`src/rtl/mtlb_pkg.sv`:
```
package mtlb_pkg;
  typedef enum logic [2:0] {
    W_IDLE      = 3'd0,
    W_RD_BASE   = 3'd1,
    W_RD_SECOND = 3'd2,
    W_FILL      = 3'd3,
    W_DONE      = 3'd4
  } walk_state_t;
endpackage

```
`src/rtl/pfn_file.sv`:
```
module pfn_file #(
  parameter int DEPTH = 64,
  parameter int IDX_W = 6,
  parameter int DAT_W = 20
) (
  input  logic             clk,
  input  logic             rst,
  input  logic             rd_en,
  input  logic [IDX_W-1:0] rd_idx,
  output logic [DAT_W-1:0] rd_data,
  input  logic             wr_en,
  input  logic [IDX_W-1:0] wr_idx,
  input  logic [DAT_W-1:0] wr_data
);
  logic [DAT_W-1:0] slots [DEPTH];
  logic [DAT_W-1:0] rd_q;

  always_ff @(posedge clk) begin
    if (wr_en) slots[wr_idx] <= wr_data;
    if (rd_en) rd_q <= slots[rd_idx];
  end

  assign rd_data = rd_q;

  // a refill always targets a known slot
  a_r6_write_idx_known: assert property (@(posedge clk) disable iff (rst)
    wr_en |-> !$isunknown(wr_idx));
endmodule

```
`src/rtl/hit_stage.sv`:
```
module hit_stage #(
  parameter int OFF_W = 12,
  parameter int PPN_W = 20
) (
  input  logic                   clk,
  input  logic                   rst,
  input  logic                   hit_req,
  input  logic [OFF_W-1:0]       off_in,
  input  logic [PPN_W-1:0]       rd_data,
  output logic                   hit_valid,
  output logic [PPN_W+OFF_W-1:0] hit_addr
);
  logic             v_q;
  logic [OFF_W-1:0] off_q;

  always_ff @(posedge clk) begin
    if (rst) v_q <= 1'b0;
    else     v_q <= hit_req;
    if (hit_req) off_q <= off_in;
  end

  assign hit_valid = v_q;
  assign hit_addr  = {rd_data, off_q};

  // the offset register never goes stale under a result
  a_r1_off_captured: assert property (@(posedge clk) disable iff (rst)
    hit_req |=> $past(off_in) == off_q);
endmodule

```
`src/rtl/walk_engine.sv`:
```
module walk_engine
  import mtlb_pkg::*;
#(
  parameter int IDX_W = 6,
  parameter int OFF_W = 12,
  parameter int PA_W  = 32
) (
  input  logic                 clk,
  input  logic                 rst,
  input  logic                 xfer_valid,
  input  logic                 miss_in,
  input  logic [IDX_W-1:0]     idx_in,
  input  logic [OFF_W-1:0]     off_in,
  input  logic [PA_W-OFF_W-1:0] root_q,
  output logic                 mem_req,
  output logic [PA_W-1:0]      mem_addr,
  input  logic                 mem_rvalid,
  input  logic [PA_W-1:0]      mem_rdata,
  output logic                 wr_en,
  output logic [IDX_W-1:0]     wr_idx,
  output logic [PA_W-OFF_W-1:0] wr_ppn,
  output logic                 busy,
  output logic                 fill_valid,
  output logic [PA_W-1:0]      fill_addr,
  output logic                 fault
);
  localparam int PPN_W = PA_W - OFF_W;
  localparam int LVL_W = OFF_W - 2;

  walk_state_t      state;
  logic             have_lvl2, have_pgoff, issued, fault_seen;
  logic [LVL_W-1:0] lvl2_q;
  logic [IDX_W-1:0] repl_q;
  logic [OFF_W-1:0] pgoff_q;
  logic [PPN_W-1:0] sec_frame_q, ppn_q;
  logic             entry_ok;
  logic             unused_rdata;

  assign entry_ok     = mem_rdata[0];
  assign unused_rdata = ^mem_rdata[OFF_W-1:1];
  assign busy         = (state != W_IDLE);

  always_ff @(posedge clk) begin
    if (rst) begin
      state      <= W_IDLE;
      have_lvl2  <= 1'b0;
      have_pgoff <= 1'b0;
      issued     <= 1'b0;
      fault_seen <= 1'b0;
      mem_req    <= 1'b0;
      mem_addr   <= '0;
      wr_en      <= 1'b0;
      fill_valid <= 1'b0;
      fault      <= 1'b0;
    end else begin
      mem_req    <= 1'b0;
      wr_en      <= 1'b0;
      fill_valid <= 1'b0;
      fault      <= 1'b0;
      // serial pieces that follow the first transfer
      if (state != W_IDLE && xfer_valid) begin
        if (!have_lvl2) begin
          lvl2_q    <= off_in[LVL_W-1:0];
          repl_q    <= idx_in;
          have_lvl2 <= 1'b1;
        end else if (!have_pgoff) begin
          pgoff_q    <= off_in;
          have_pgoff <= 1'b1;
        end
      end
      case (state)
        W_IDLE: begin
          have_lvl2  <= 1'b0;
          have_pgoff <= 1'b0;
          issued     <= 1'b0;
          if (xfer_valid && miss_in) begin
            mem_req    <= 1'b1;
            mem_addr   <= {root_q, off_in[LVL_W-1:0], 2'b00};
            fault_seen <= 1'b0;
            state      <= W_RD_BASE;
          end
        end
        W_RD_BASE: begin
          if (mem_rvalid) begin
            if (!entry_ok) begin
              fault      <= 1'b1;
              fault_seen <= 1'b1;
              state      <= W_DONE;
            end else begin
              sec_frame_q <= mem_rdata[PA_W-1:OFF_W];
              state       <= W_RD_SECOND;
            end
          end
        end
        W_RD_SECOND: begin
          if (!issued && have_lvl2) begin
            mem_req  <= 1'b1;
            mem_addr <= {sec_frame_q, lvl2_q, 2'b00};
            issued   <= 1'b1;
          end else if (issued && mem_rvalid) begin
            if (!entry_ok) begin
              fault      <= 1'b1;
              fault_seen <= 1'b1;
              state      <= W_DONE;
            end else begin
              ppn_q <= mem_rdata[PA_W-1:OFF_W];
              state <= W_FILL;
            end
          end
        end
        W_FILL: begin
          if (have_pgoff) begin
            wr_en      <= 1'b1;
            wr_idx     <= repl_q;
            wr_ppn     <= ppn_q;
            fill_valid <= 1'b1;
            fill_addr  <= {ppn_q, pgoff_q};
            state      <= W_DONE;
          end
        end
        W_DONE: begin
          if (have_lvl2 && have_pgoff) state <= W_IDLE;
        end
        default: state <= W_IDLE;
      endcase
    end
  end

  // each table read is a single-cycle pulse
  a_r3_req_pulse: assert property (@(posedge clk) disable iff (rst)
    mem_req |=> !mem_req);

  // no refill once a walk has faulted
  a_r7_no_fill_after_fault: assert property (@(posedge clk) disable iff (rst)
    wr_en |-> !fault_seen);

  // at most one slot write per walk
  a_r6_single_write: assert property (@(posedge clk) disable iff (rst)
    wr_en |=> !wr_en);

  // a fault never coincides with a returned page number
  a_r7_fault_excl: assert property (@(posedge clk) disable iff (rst)
    fault |-> !fill_valid);
endmodule

```
`src/rtl/split_tlb_memside.sv`:
```
module split_tlb_memside #(
  parameter int DEPTH = 64,
  parameter int OFF_W = 12,
  parameter int PA_W  = 32,
  localparam int IDX_W = $clog2(DEPTH),
  localparam int PPN_W = PA_W - OFF_W
) (
  input  logic             clk,
  input  logic             rst,
  input  logic             xfer_valid,
  input  logic             miss_in,
  input  logic [IDX_W-1:0] idx_in,
  input  logic [OFF_W-1:0] off_in,
  input  logic             root_load,
  input  logic [PPN_W-1:0] root_frame,
  output logic             mem_req,
  output logic [PA_W-1:0]  mem_addr,
  input  logic             mem_rvalid,
  input  logic [PA_W-1:0]  mem_rdata,
  output logic             pa_valid,
  output logic [PA_W-1:0]  pa_addr,
  output logic             ppn_valid,
  output logic [PPN_W-1:0] ppn_out,
  output logic             fault
);
  logic [PPN_W-1:0] root_q;
  logic             busy, hit_req, hit_valid;
  logic [PA_W-1:0]  hit_addr, fill_addr;
  logic [PPN_W-1:0] rd_data, wr_ppn;
  logic             wr_en, fill_valid;
  logic [IDX_W-1:0] wr_idx;

  always_ff @(posedge clk) begin
    if (rst)            root_q <= '0;
    else if (root_load) root_q <= root_frame;
  end

  assign hit_req = xfer_valid && !miss_in && !busy;

  pfn_file #(.DEPTH(DEPTH), .IDX_W(IDX_W), .DAT_W(PPN_W)) u_file (
    .clk(clk), .rst(rst),
    .rd_en(hit_req), .rd_idx(idx_in), .rd_data(rd_data),
    .wr_en(wr_en), .wr_idx(wr_idx), .wr_data(wr_ppn)
  );

  hit_stage #(.OFF_W(OFF_W), .PPN_W(PPN_W)) u_hit (
    .clk(clk), .rst(rst), .hit_req(hit_req), .off_in(off_in),
    .rd_data(rd_data), .hit_valid(hit_valid), .hit_addr(hit_addr)
  );

  walk_engine #(.IDX_W(IDX_W), .OFF_W(OFF_W), .PA_W(PA_W)) u_walk (
    .clk(clk), .rst(rst), .xfer_valid(xfer_valid), .miss_in(miss_in),
    .idx_in(idx_in), .off_in(off_in), .root_q(root_q),
    .mem_req(mem_req), .mem_addr(mem_addr),
    .mem_rvalid(mem_rvalid), .mem_rdata(mem_rdata),
    .wr_en(wr_en), .wr_idx(wr_idx), .wr_ppn(wr_ppn), .busy(busy),
    .fill_valid(fill_valid), .fill_addr(fill_addr), .fault(fault)
  );

  assign pa_valid  = hit_valid | fill_valid;
  assign pa_addr   = fill_valid ? fill_addr : hit_addr;
  assign ppn_valid = fill_valid;
  assign ppn_out   = fill_addr[PA_W-1:OFF_W];

  // an idle hit request yields a hit result next cycle
  a_r1_hit_latency: assert property (@(posedge clk) disable iff (rst)
    (xfer_valid && !miss_in && !busy) |=> (pa_valid && !ppn_valid));

  // transfers taken during a walk never produce a hit result
  a_r8_no_hit_in_walk: assert property (@(posedge clk) disable iff (rst)
    (xfer_valid && busy) |=> !hit_valid);

  // walk result and hit result never collide
  a_r5_result_excl: assert property (@(posedge clk) disable iff (rst)
    $onehot0({hit_valid, fill_valid}));
endmodule

```
`config.mk`:
```
export PLATFORM = sky130hd
export DESIGN_NAME = split_tlb_memside
export DESIGN_NICKNAME = d
export VERILOG_FILES = /design/src/rtl/mtlb_pkg.sv /design/src/rtl/pfn_file.sv /design/src/rtl/hit_stage.sv /design/src/rtl/walk_engine.sv /design/src/rtl/split_tlb_memside.sv
export SDC_FILE = /design/constraint.sdc
export NUM_CORES = 1
export LEC_CHECK = 0
export BUFFER_PORTS_ARGS = -buffer_cell sky130_fd_sc_hd__buf_2
export CORE_MARGIN = 1.5
export CORE_UTILIZATION = 45
export CTS_BUF_LIST = sky130_fd_sc_hd__clkbuf_2 sky130_fd_sc_hd__clkbuf_4 sky130_fd_sc_hd__clkbuf_8
export DETAILED_ROUTE_END_ITERATION = 8
export PLACE_DENSITY = 0.61
export SLEW_MARGIN = 20
export SYNTH_ARGS = -nofsm -noshare
export SYNTH_HDL_FRONTEND = slang
export SYNTH_HIERARCHICAL = 1
export SYNTH_SLANG_ARGS = --single-unit
```
`constraint.sdc`:
```
create_clock -name clk -period 11.4 [get_ports clk]
set_clock_uncertainty 0.1 [all_clocks]
set_input_delay 0.57 -clock clk [delete_from_list [all_inputs] [get_ports clk]]
set_output_delay 0.57 -clock clk [all_outputs]
set_load 0.005 [all_outputs]
```
# Yosys cells after proc, flatten, opt, wreduce, memory -nomap -nowiden
# Memories as Yosys holds them, arrays and structs flattened. A register that Yosys moved wholly into a read port is not among the register bits.
# Index checks and enable logic that the tools add are counted.
# totals
elab_cells	87
memories	1
ramBits	1280
register_bits	200
latch_bits	0
romBits	0
out_inout_bits	88
# memory_table
name	words	width	read_ports	rd_ports_with_merged_regs	wr	line_no	rtl
u_file.slots	64	20	1	1	1	pfn_file.sv:15	logic [DAT_W-1:0] slots [DEPTH];
# classes
n_lt_le_gt_ge	0
shifts	0
n_mul	0
reduce_logical	24
n_addsub	0
n_div	0
n_mux	26
eq_ne	11
bitwise	6
# ops
operator	n
two-way mux 32 bit	3
one-hot mux 32 bit (2 select lines)	1
two-way mux 3 bit	8
one-hot mux 3 bit (5 select lines)	1
two-way mux 1 bit	10
inequality test 2 x 1 -> 1 bit (second input constant)	5
AND reduction 3 bit	3
AND reduction 4 bit	2
logical AND 1 bit	7
equality test 3 x 2 -> 1 bit (second input constant)	2
one-hot mux 1 bit (2 select lines)	3
AND reduction 6 bit	1
NOT 1 bit	5
AND reduction 5 bit	1
inequality test 2 bit (second input constant)	2
AND reduction 2 bit	2
OR reduction 2 bit	2
equality test 3 x 1 -> 1 bit (second input constant)	1
equality test 3 bit (second input constant)	1
logical NOT 1 bit	3
logical NOT 3 bit	1
nonzero test 3 bit	1
nonzero test 2 bit	1
bitwise OR 1 bit	1

# Depth between registers and ports, before layout
# Gate-level depths: netlist of run 1.
# logic_depth
depth_word	4
ltp_mapped	10

# Hierarchy
# The synthesis of run 1 kept the hierarchy.
# by_module_without_submodules
mod	instances	cells_per_inst	seq_area_each_um2	area_each_um2
pfn_file	1	2243	39037.4	49695.2
walk_engine	1	325	3963.8	5315.1
split_tlb_memside	1	102	400.4	1252.5
hit_stage	1	34	380.4	544.3

# Worst setup path before layout of run 1
# OpenSTA, ideal clock, no wires.
# synth_timing
path_kind	register to register
startpoint	register u_walk.state[2]
endpoint	register u_hit.v_q (netlist: u_hit/hit_valid)
path_stages_with_launch	5
path_buffers	1
setup_time_ps	75
t_required_ps	11225
setup_slack_ps	7506
period_less_slack_ps	3894
arrival_time_ps	3720
path_cell_list	dfxtp_1 or3_1 buf_2 nor3b_1 nor2b_4
# synth_between
elab_chain_len	3
# synth_rtl
element	line_no	rtl
start: declaration	walk_engine.sv:30	walk_state_t state;
start signal: assignment	walk_engine.sv:45	state <= W_IDLE;
start signal: assignment	walk_engine.sv:80	state <= W_RD_BASE;
start signal: assignment	walk_engine.sv:88	state <= W_DONE;
nonzero test 3 bit	walk_engine.sv:41	assign busy = (state != W_IDLE);
net busy	split_tlb_memside.sv:27	logic busy, hit_req, hit_valid;
logical NOT 1 bit	split_tlb_memside.sv:38	assign hit_req = xfer_valid && !miss_in && !busy;
logical AND 1 bit	split_tlb_memside.sv:38	
net hit_req	split_tlb_memside.sv:27	
end signal: assignment	hit_stage.sv:18	else v_q <= hit_req;
end: declaration	hit_stage.sv:13	logic v_q;
# The timed path passes the listed nets, and every way through them passes these cells.
# A chain may end at the register's enable or synchronous reset.

==> results of run 1 <==
kinds of logic (layout without fill, tap and decap cells):
| family | count (synthesis) | in the layout | share of synthesized area [%] |
|---|---|---|---|
| flops | 1478 | 1478 | 77.1 |
| mux | 537 | 537 | 15.6 |
| compound gates | 261 | 261 | 3.38 |
| simple gates | 229 | 229 | 1.85 |
| buf+inv | 198 | 719 | 2.14 |
| other cells | 1 | 11 | 0.00660 |
power breakdown:
group / switching, W / leakage [nW] / internal (W)
sequential: 0.0000114 / 13.2 / 0.00589
clock: 0.00197 / 2.31 / 0.00222
combinational: 0.000243 / 5.45 / 0.000193
layout make-up:
cell class,count,area [sq um]
Fill cell,9688,61000
Sequential cell,1478,43800
Multi-Input combinational cell,1029,12100
Clock buffer,309,3800
Timing Repair Buffer,305,2120
Tap cell,1650,2060
Clock inverter,103,561
Antenna cell,9,22.5
Inverter,2,7.51
tightest hold or removal path, delay by kind of cell:
kind	cells	cell delay (ns)
buffers and inverters	2	0.29
and+or+nand+nor	1	0.05
per-layer routing:
metal	wire [um]	global-route usage (%)	part of all wire (%)
met4	2560	5.48	1.9
met1	57900	29.9	42
met3	10900	4.58	8.0
met2	64900	33.8	48
met5	180	0	0.13
cell usage after synthesis (9+ instances only):
| cell type | number |
|---|---|
| edfxtp_1 | 1418 |
| o22ai_1 | 52 |
| mux2_2 | 9 |
| a22oi_1 | 64 |
| clkbuf_1 | 56 |
| nor2_1 | 132 |
| buf_4 | 72 |
| a31oi_1 | 33 |
| and3_1 | 16 |
| buf_2 | 50 |
| dfxtp_1 | 60 |
| a21o_1 | 15 |
| nand3_1 | 9 |
| mux2i_1 | 235 |
| buf_6 | 11 |
| nor2b_1 | 9 |
| mux4_2 | 264 |
| nand2_1 | 25 |
| a211oi_2 | 29 |
| o31ai_1 | 15 |
| o21ai_0 | 34 |
| mux2_4 | 29 |
worst paths after layout:
check	start	slack [ns]	end	cells after the start
setup / recovery	idx_in[0]	7.53	u_file/rd_data[9]	6
hold / removal	miss_in	0.14	u_file/rd_data[2]	3
setup reg to reg	u_walk/state[1]	8.50	u_walk/mem_addr[12]	6
hold reg to reg	u_walk/pgoff_q[0]	0.31	u_walk/fill_addr[0]	0
sequential cells by signal (all words and copies together), names as in the netlist, 10 cells and up:
| signal | cells |
|---|---|
| u_file/rd_data | 20 |
| u_walk/ppn_q | 20 |
| u_walk/fill_addr | 12 |
| u_file/slots | 1280 |
| u_walk/pgoff_q | 12 |
| u_walk/sec_frame_q | 20 |
| u_hit/off_q | 12 |
| root_q | 20 |
| u_walk/wr_ppn | 20 |
| u_walk/lvl2_q | 10 |
| u_walk/mem_addr | 30 |
metrics by stage:
step                      instance area (sq um)  cells  utilization (%)  hold WS, ns  total power, W
after detailed placement                  59500   4408             47.5        0.305         0.00643
final                                     64400   4885             51.4        0.142          0.0105
after global routing                      64400   4878             51.4        0.102          0.0109
after global placement                    59500   4408             47.5        0.301         0.00643
after floorplan                           56800   2705                -        0.300         0.00630
after CTS                                 64400   4876             51.4       0.0591          0.0106
cell usage in the layout (no fill, tap or decap), types with 52 or more instances in the layout:
cell type / count
dfxtp_1: 59
mux4_2: 264
clkbuf_4: 73
mux2i_1: 235
buf_4: 96
clkinv_1: 63
a22oi_1: 64
clkbuf_8: 236
o22ai_1: 52
nor2_1: 68
buf_2: 147
edfxtp_1: 1418
dlygate4sd3_1: 56
==> metrics.md, run 1 <==
| Metric | Value |
|---|---|
| Status | finished, final reports clean |
| Proportion of netlist area held by the largest area contributor | 75.0% |
| Wire length of the first global-routing pass | 195 mm |
| Total setup violations reported at the end of the flow | 0 |
| Max H-tree Level | 4 |
| Initial cell density of the core | 45.3% |
| Final Max Tran Viols | 0 |
| Synthesized instance count | ~2,700 |
| Number of top-level design ports | 164 |
| Routed via count | 28,300 |
| Via/cell ratio | 5.80 |
| Number of nets with antenna violations after routing | 0 |
| Cell leakage power | 21.0 nW |
| Count of cells resized by post-cts repair | 0 |
| Endpoint kind of the worst setup timing path | flip-flop |
| Total power density per cell area | 163 mW/mm^2 |
| Die area | roughly 0.13 sq mm |
| Syn avg cell area | 21.0 sq um |
| Worst-skew pair later-pin latency | 0.87 ns |
| CTS Buffer Depth | 3 |
| Number of global-route vias before repair | 28,800 |
| Share of post-route cells with drive strength above 1 | 31.3% |
| Max-Cap Viols | 0 |
| List of cells traversed by the critical path | buf_8, buf_12, nand2b_1, o22ai_1, o31ai_1, and3_1 |
| Fin crit share | 34.0% |
| Arrival time at the worst endpoint | roughly 4.5 ns |
| Slack of the critical path | 7.53 ns |
| Syn. warnings | 6 |
| Root buffer selected by CTS | clkbuf_8 |
| Number of antenna violations at the first check in global routing | 9 |
| Slew of the pin with the lowest slew margin | 1.24 ns |
| Count of routing violations after the opening detailed-route iteration | 3,257 |
| Core ar. | about 0.13 sq mm |
| Mapped cell area | 0.0568 sq mm |
| Synth area leader | edfxtp_1 |
| RSZ-0062 raised after global routing | no |
| Aggregate global-route resource usage | 21.2% |
| Crit-path max cell delay | ~1.1 ns |
| Share of flip-flops with an asynchronous set or reset | 0% |
| Routed wirelength normalized by instance count | 27.9 um |
| Post-Place Worst Slack | 6.66 ns |
| Gr ovfl total | 0 |
| Maximum frequency from static timing analysis | 0.258 GHz |
| CTS tree | done |
| Relative max-transition margin | 16.7% |
| Critical path type | input port to flip-flop |
| Total wirelength of the detailed-routed design | 137 mm |
| Post-route minimum period | 3.87 ns |
| Total Neg Setup Slack | 0 ns |
| Number of sinks on the clock net | 1,478 |
| Worst Path Buf+Inv | 2 |
| Area delta synth->final | 13.4% |
| EDFF count, synth | 1,418 |
| Startpoint type of the worst setup path | input port |
| Largest delay contributor family on the critical path | compound AO/OA/AOI/OAI gates |
| Cell row count | 130 |
| Class of the most critical hold timing path | input port to flip-flop |
| Total Nets Final | between 3,000 and 4,000 |
| Height of the die | roughly 360 um |
| TritonCTS Buffers | 224 |
| Number of remaining DRC errors | 0 |
| Cell type of the slowest stage on the worst timing path | o31ai_1 |
| Most instantiated flip-flop cell in the synthesis netlist | edfxtp_1 |
| Count of endpoints failing hold in the final timing report | 0 |
| Number of buffers inserted by post-CTS setup repair | 0 |
| DIE WIDTH | 358 um |
| CTS clock-pin slew for the worst setup and hold paths | approximately 0.060 ns |
| Synth area leaders | edfxtp_1, mux4_2, mux2i_1 |
| Hold buffer count at cts | between 50 and 60 |
| Buffers added on ports | 150 |
| Pin count of the biggest net entering global routing | approximately 140 |
| Placer congestion estimate | 0.796 |
| FF+latch count, synth | 1,478 |
| Sequential area share after synthesis | 77.1% |
| Total half-perimeter wirelength after legalization and detailed placement | between 70 and 80 mm |
| Largest fanout on the critical path | 97 |
| Worst IR Drop VDD | 0.000100 V |
| Number of different library cells in the post-synthesis netlist | 49 |
| Crit path required time | 12.02 ns |
| Detailed-router iteration count before antenna repair | 5 |
Note: power is estimated with default switching activity, not from simulation.
==> run 2, diff against run 1 <==
ABC_AREA = 1   (was not set)
PLACE_DENSITY = 0.63   (was 0.61)
clock period = 3.4 ns   (was 11.4 ns; I/O delays follow)
==> run 2 against run 1 <==
Compared with the run above: critical path type is now flip-flop to primary output; first-iteration DRC count increased by 40%; clock power rose to 3.4 times the previous value; cell area grew 6.4%; sequential share of layout area fell by 4.1 points; flip-flop and latch count is the same; total power grew to 3.5 times the previous value; wire length increased by 19%; die area up 4.6%.
==> metrics.md, run 2 <==
| Metric | Value |
|---|---|
| Status | finished, final reports clean |
| Core ar. | 0.131 sq mm (+4.7%) |
| Worst IR Drop VDD | 0.000411 V (+310%) |
| Gr ovfl total | 0 (unchanged) |
| Synth area leader | edfxtp_1 |
| Routed wire length on met2 | 76.5 mm (+18%) |
| Buffers added on ports | 150 (unchanged) |
| Logic gate share of total power | 8.0% (+3.9 points) |
| Slew of the pin with the lowest slew margin | 1.08 ns (-0.160 ns) |
| Portion of total power attributed to the clock network | 38.0% (-1.8 points) |
| Routed wirelength normalized by instance count | 22.1 um (-21%) |
| Crit path required time | 3.13 ns (-8.89 ns) |
| Number of different library cells in the post-synthesis netlist | 27 (-45%) |
| Max H-tree Level | 4 (unchanged) |
| Number of nets with antenna violations after routing | 0 (unchanged) |
| Reg with most FFs | u_file/slots |
| Initial cell density of the core | 45.3% (about the same) |
| Startpoint type of the worst setup path | flip-flop |
| Final Max Tran Viols | 0 (unchanged) |
| Count of routing violations after the opening detailed-route iteration | 4,550 (+40%) |
| Power dissipated by switching net loads | 0.00885 W (+300%) |
| Worst-skew pair later-pin latency | 0.93 ns (+0.06 ns) |
| Critical path type | flip-flop to primary output |
| Largest fanout on the critical path | 32 (-67%) |
| FF+latch count, synth | 1,478 (unchanged) |
| Final Util | 52.2% (+0.83 points) |
| Arrival time at the worst endpoint | 2.64 ns (-1.86 ns) |
| Met1 wire length | 65.1 mm (+12%) |
| Share of post-route cells with drive strength above 1 | 13.6% (-18 points) |
| Post-route minimum period | 2.91 ns |
| Synthesized instance count | 5,069 (+87%) |
| Routed met3 length | 14.6 mm (+33%) |
| Number of top-level design ports | 164 (unchanged) |
| Syn. warnings | 6 (unchanged) |
| Count of endpoints failing hold in the final timing report | 0 (unchanged) |
| Wire length of the first global-routing pass | 242 mm (+24%) |
| CTS tree | done |
| Count of cells resized by post-cts repair | 0 (unchanged) |
| Int Power | 0.0284 W (+240%) |
| Root buffer selected by CTS | clkbuf_8 |
| Total half-perimeter wirelength after legalization and detailed placement | 87.8 mm (+18%) |
| Proportion of netlist area held by the largest area contributor | 71.7% (-3.3 points) |
| Total setup violations reported at the end of the flow | 0 (unchanged) |
| Slack of the critical path | 0.490 ns (-7.04 ns) |
| Syn avg cell area | 11.7 sq um (-44%) |
| Registers with the most flip-flops | u_file/slots x1280, u_walk/mem_addr x30 |
| Number of global-route vias before repair | 38,700 (+35%) |
| Via/cell ratio | 5.46 (-5.8%) |
| Synth area leaders | edfxtp_1, nand2_1, nand3_1 |
| Leading cell types in the layout, fill and taps excluded | nand2_1, edfxtp_1, nand3_1 |
| Fin area | 0.0686 sq mm (+6.4%) |
| RSZ-0062 raised after global routing | no |
| Number of antenna violations at the first check in global routing | 12 (+3) |
| Endpoint kind of the worst setup timing path | primary output |
| Cell row count | 133 (+2.3%) |
| TritonCTS Buffers | 224 (unchanged) |
| Routed via count | 40,300 (+42%) |
| DIE WIDTH | 366 um (+2.3%) |
| Post-DP Area | 0.0624 sq mm (+4.9%) |
| Flop pwr share | 54.0% (-2.1 points) |
| Most common cell after layout, fill and taps aside | nand2_1 |
| Post-Place Worst Slack | 0.890 ns (-5.77 ns) |
| Fin crit share | a little under nine tenths |
| Detailed-router iteration count before antenna repair | 5 (unchanged) |
| Max FFs per register | 1,280 (unchanged) |
| Most instantiated flip-flop cell in the synthesis netlist | edfxtp_1 |
| Maximum frequency from static timing analysis | about 0.34 GHz |
| Number of remaining DRC errors | 0 (unchanged) |
| Number of buffers inserted by post-CTS setup repair | 0 (unchanged) |
| Share of flip-flops with an asynchronous set or reset | 0% (unchanged) |
| Sequential area share after synthesis | 73.7% (-3.4 points) |
| Mapped cell area | 0.0594 sq mm (+4.6%) |
| Aggregate global-route resource usage | 24.0% (+2.8 points) |
| Hold buffer count at cts | 184 (+230%) |
| Leading post-synthesis cells by instance count | nand2_1, edfxtp_1, nand3_1 |
| Total power density per cell area | 543 mW/mm^2 (+230%) |
| Highest layer used for signal routing | met5 |
| Max-Cap Viols | 0 (unchanged) |
| Die area | 0.134 sq mm (+4.6%) |
| Number of sinks on the clock net | 1,478 (unchanged) |
| Cell with the most instances after synthesis | nand2_1 |
| Class of the most critical hold timing path | input port to flip-flop |
| Total wirelength of the detailed-routed design | 163 mm (+19%) |
| Placer congestion estimate | 0.871 (+9.4%) |
| CTS Buffer Depth | 3 (unchanged) |
| Total Nets Final | 5,528 (+77%) |
| Sw Ratio | 23.8% (+2.6 points) |
| Cell leakage power | 25.4 nW (+21%) |
| Relative max-transition margin | 28.0% (+11 points) |
| Area delta synth->final | 15.4% |
| EDFF count, synth | 1,418 (unchanged) |
| Height of the die | 366 um (+2.3%) |
| CTS clock-pin slew for the worst setup and hold paths | 0.06 ns (about the same) |
| Pin count of the biggest net entering global routing | 155 (+8.4%) |
==> run 2: changes by cell type after synthesis, moves of 33 or more <==
cell	change
buf_2	+140
inv_1	+35
nand2_1	+1839
mux4_2	-264
o22ai_1	-51
a31oi_1	-33
mux2i_1	-235
a22oi_1	-64
nand3_1	+1086
==> run 2: routing by layer <==
layer	track usage, %	up-vias
li1	-	18400
met1	32.0	19700
met2	38.0	1814
met3	5.11	378
met4	10.7	10
met5	0	-
==> run 2: worst paths after layout <==
path,startpoint,endpoint,slack [ns],cells after the start
worst min-delay path,mem_rdata[0],u_walk/state[1],0.07,6
worst max register to register,u_walk/state[2],u_walk/fault,0.90,7
worst min register to register,u_walk/ppn_q[7],u_walk/wr_ppn[7],0.31,0
worst max-delay path,u_walk/fill_valid,pa_addr[28],0.49,5
==> run 2: layout make-up <==
cell class	instances	area [sq um]
Fill cell	11000	62700
Sequential cell	1478	43800
Multi-Input combinational cell	3196	13800
Timing Repair Buffer	508	4350
Clock buffer	322	3840
Tap cell	1755	2200
Clock inverter	70	438
Inverter	44	190
Antenna cell	5	12.5
==> run 2: power by group through the flow <==
stage / Sequential [W] / Combinational, W / Clock [W]
floorplan: 0.0204 / 0.00183 / 0
global placement: 0.0205 / 0.00267 / 0
detailed placement: 0.0205 / 0.00269 / 0
CTS: 0.0201 / 0.00288 / 0.0143
global route: 0.0201 / 0.00326 / 0.0152
finish: 0.0201 / 0.00299 / 0.0142
==> run 2: kinds of logic (layout without fill, tap and decap cells) <==
logic type	Yosys count	in the layout	share of synthesized area, %
DFF	1478	1478	73.7
other	1	7	0.00631
AOI/OAI and AO/OA	35	35	0.297
buffers and inverters	396	944	3.57
and+or+nand+nor	3159	3159	22.5
==> run 2: metrics by stage <==
step | std cells | total power [W] | hold slack [ns] | TNS, ns
after floorplan | 5070 | 0.0222 | 0.137 | -15.76
after global placement | 6797 | 0.0231 | 0.261 | 0
after detailed placement | 6797 | 0.0232 | 0.264 | 0
after CTS | 7373 | 0.0373 | 0.000233 | 0
after global routing | 7377 | 0.0385 | 0.0650 | 0
final | 7378 | 0.0372 | 0.0730 | 0
==> run 2: critical path, stage by stage, from the launching register on <==
cell	delay, ns
dfxtp_1	0.60
buf_4	0.38
inv_4	0.22
nand2_1	0.10
nand2_1	0.20
buf_2	0.20
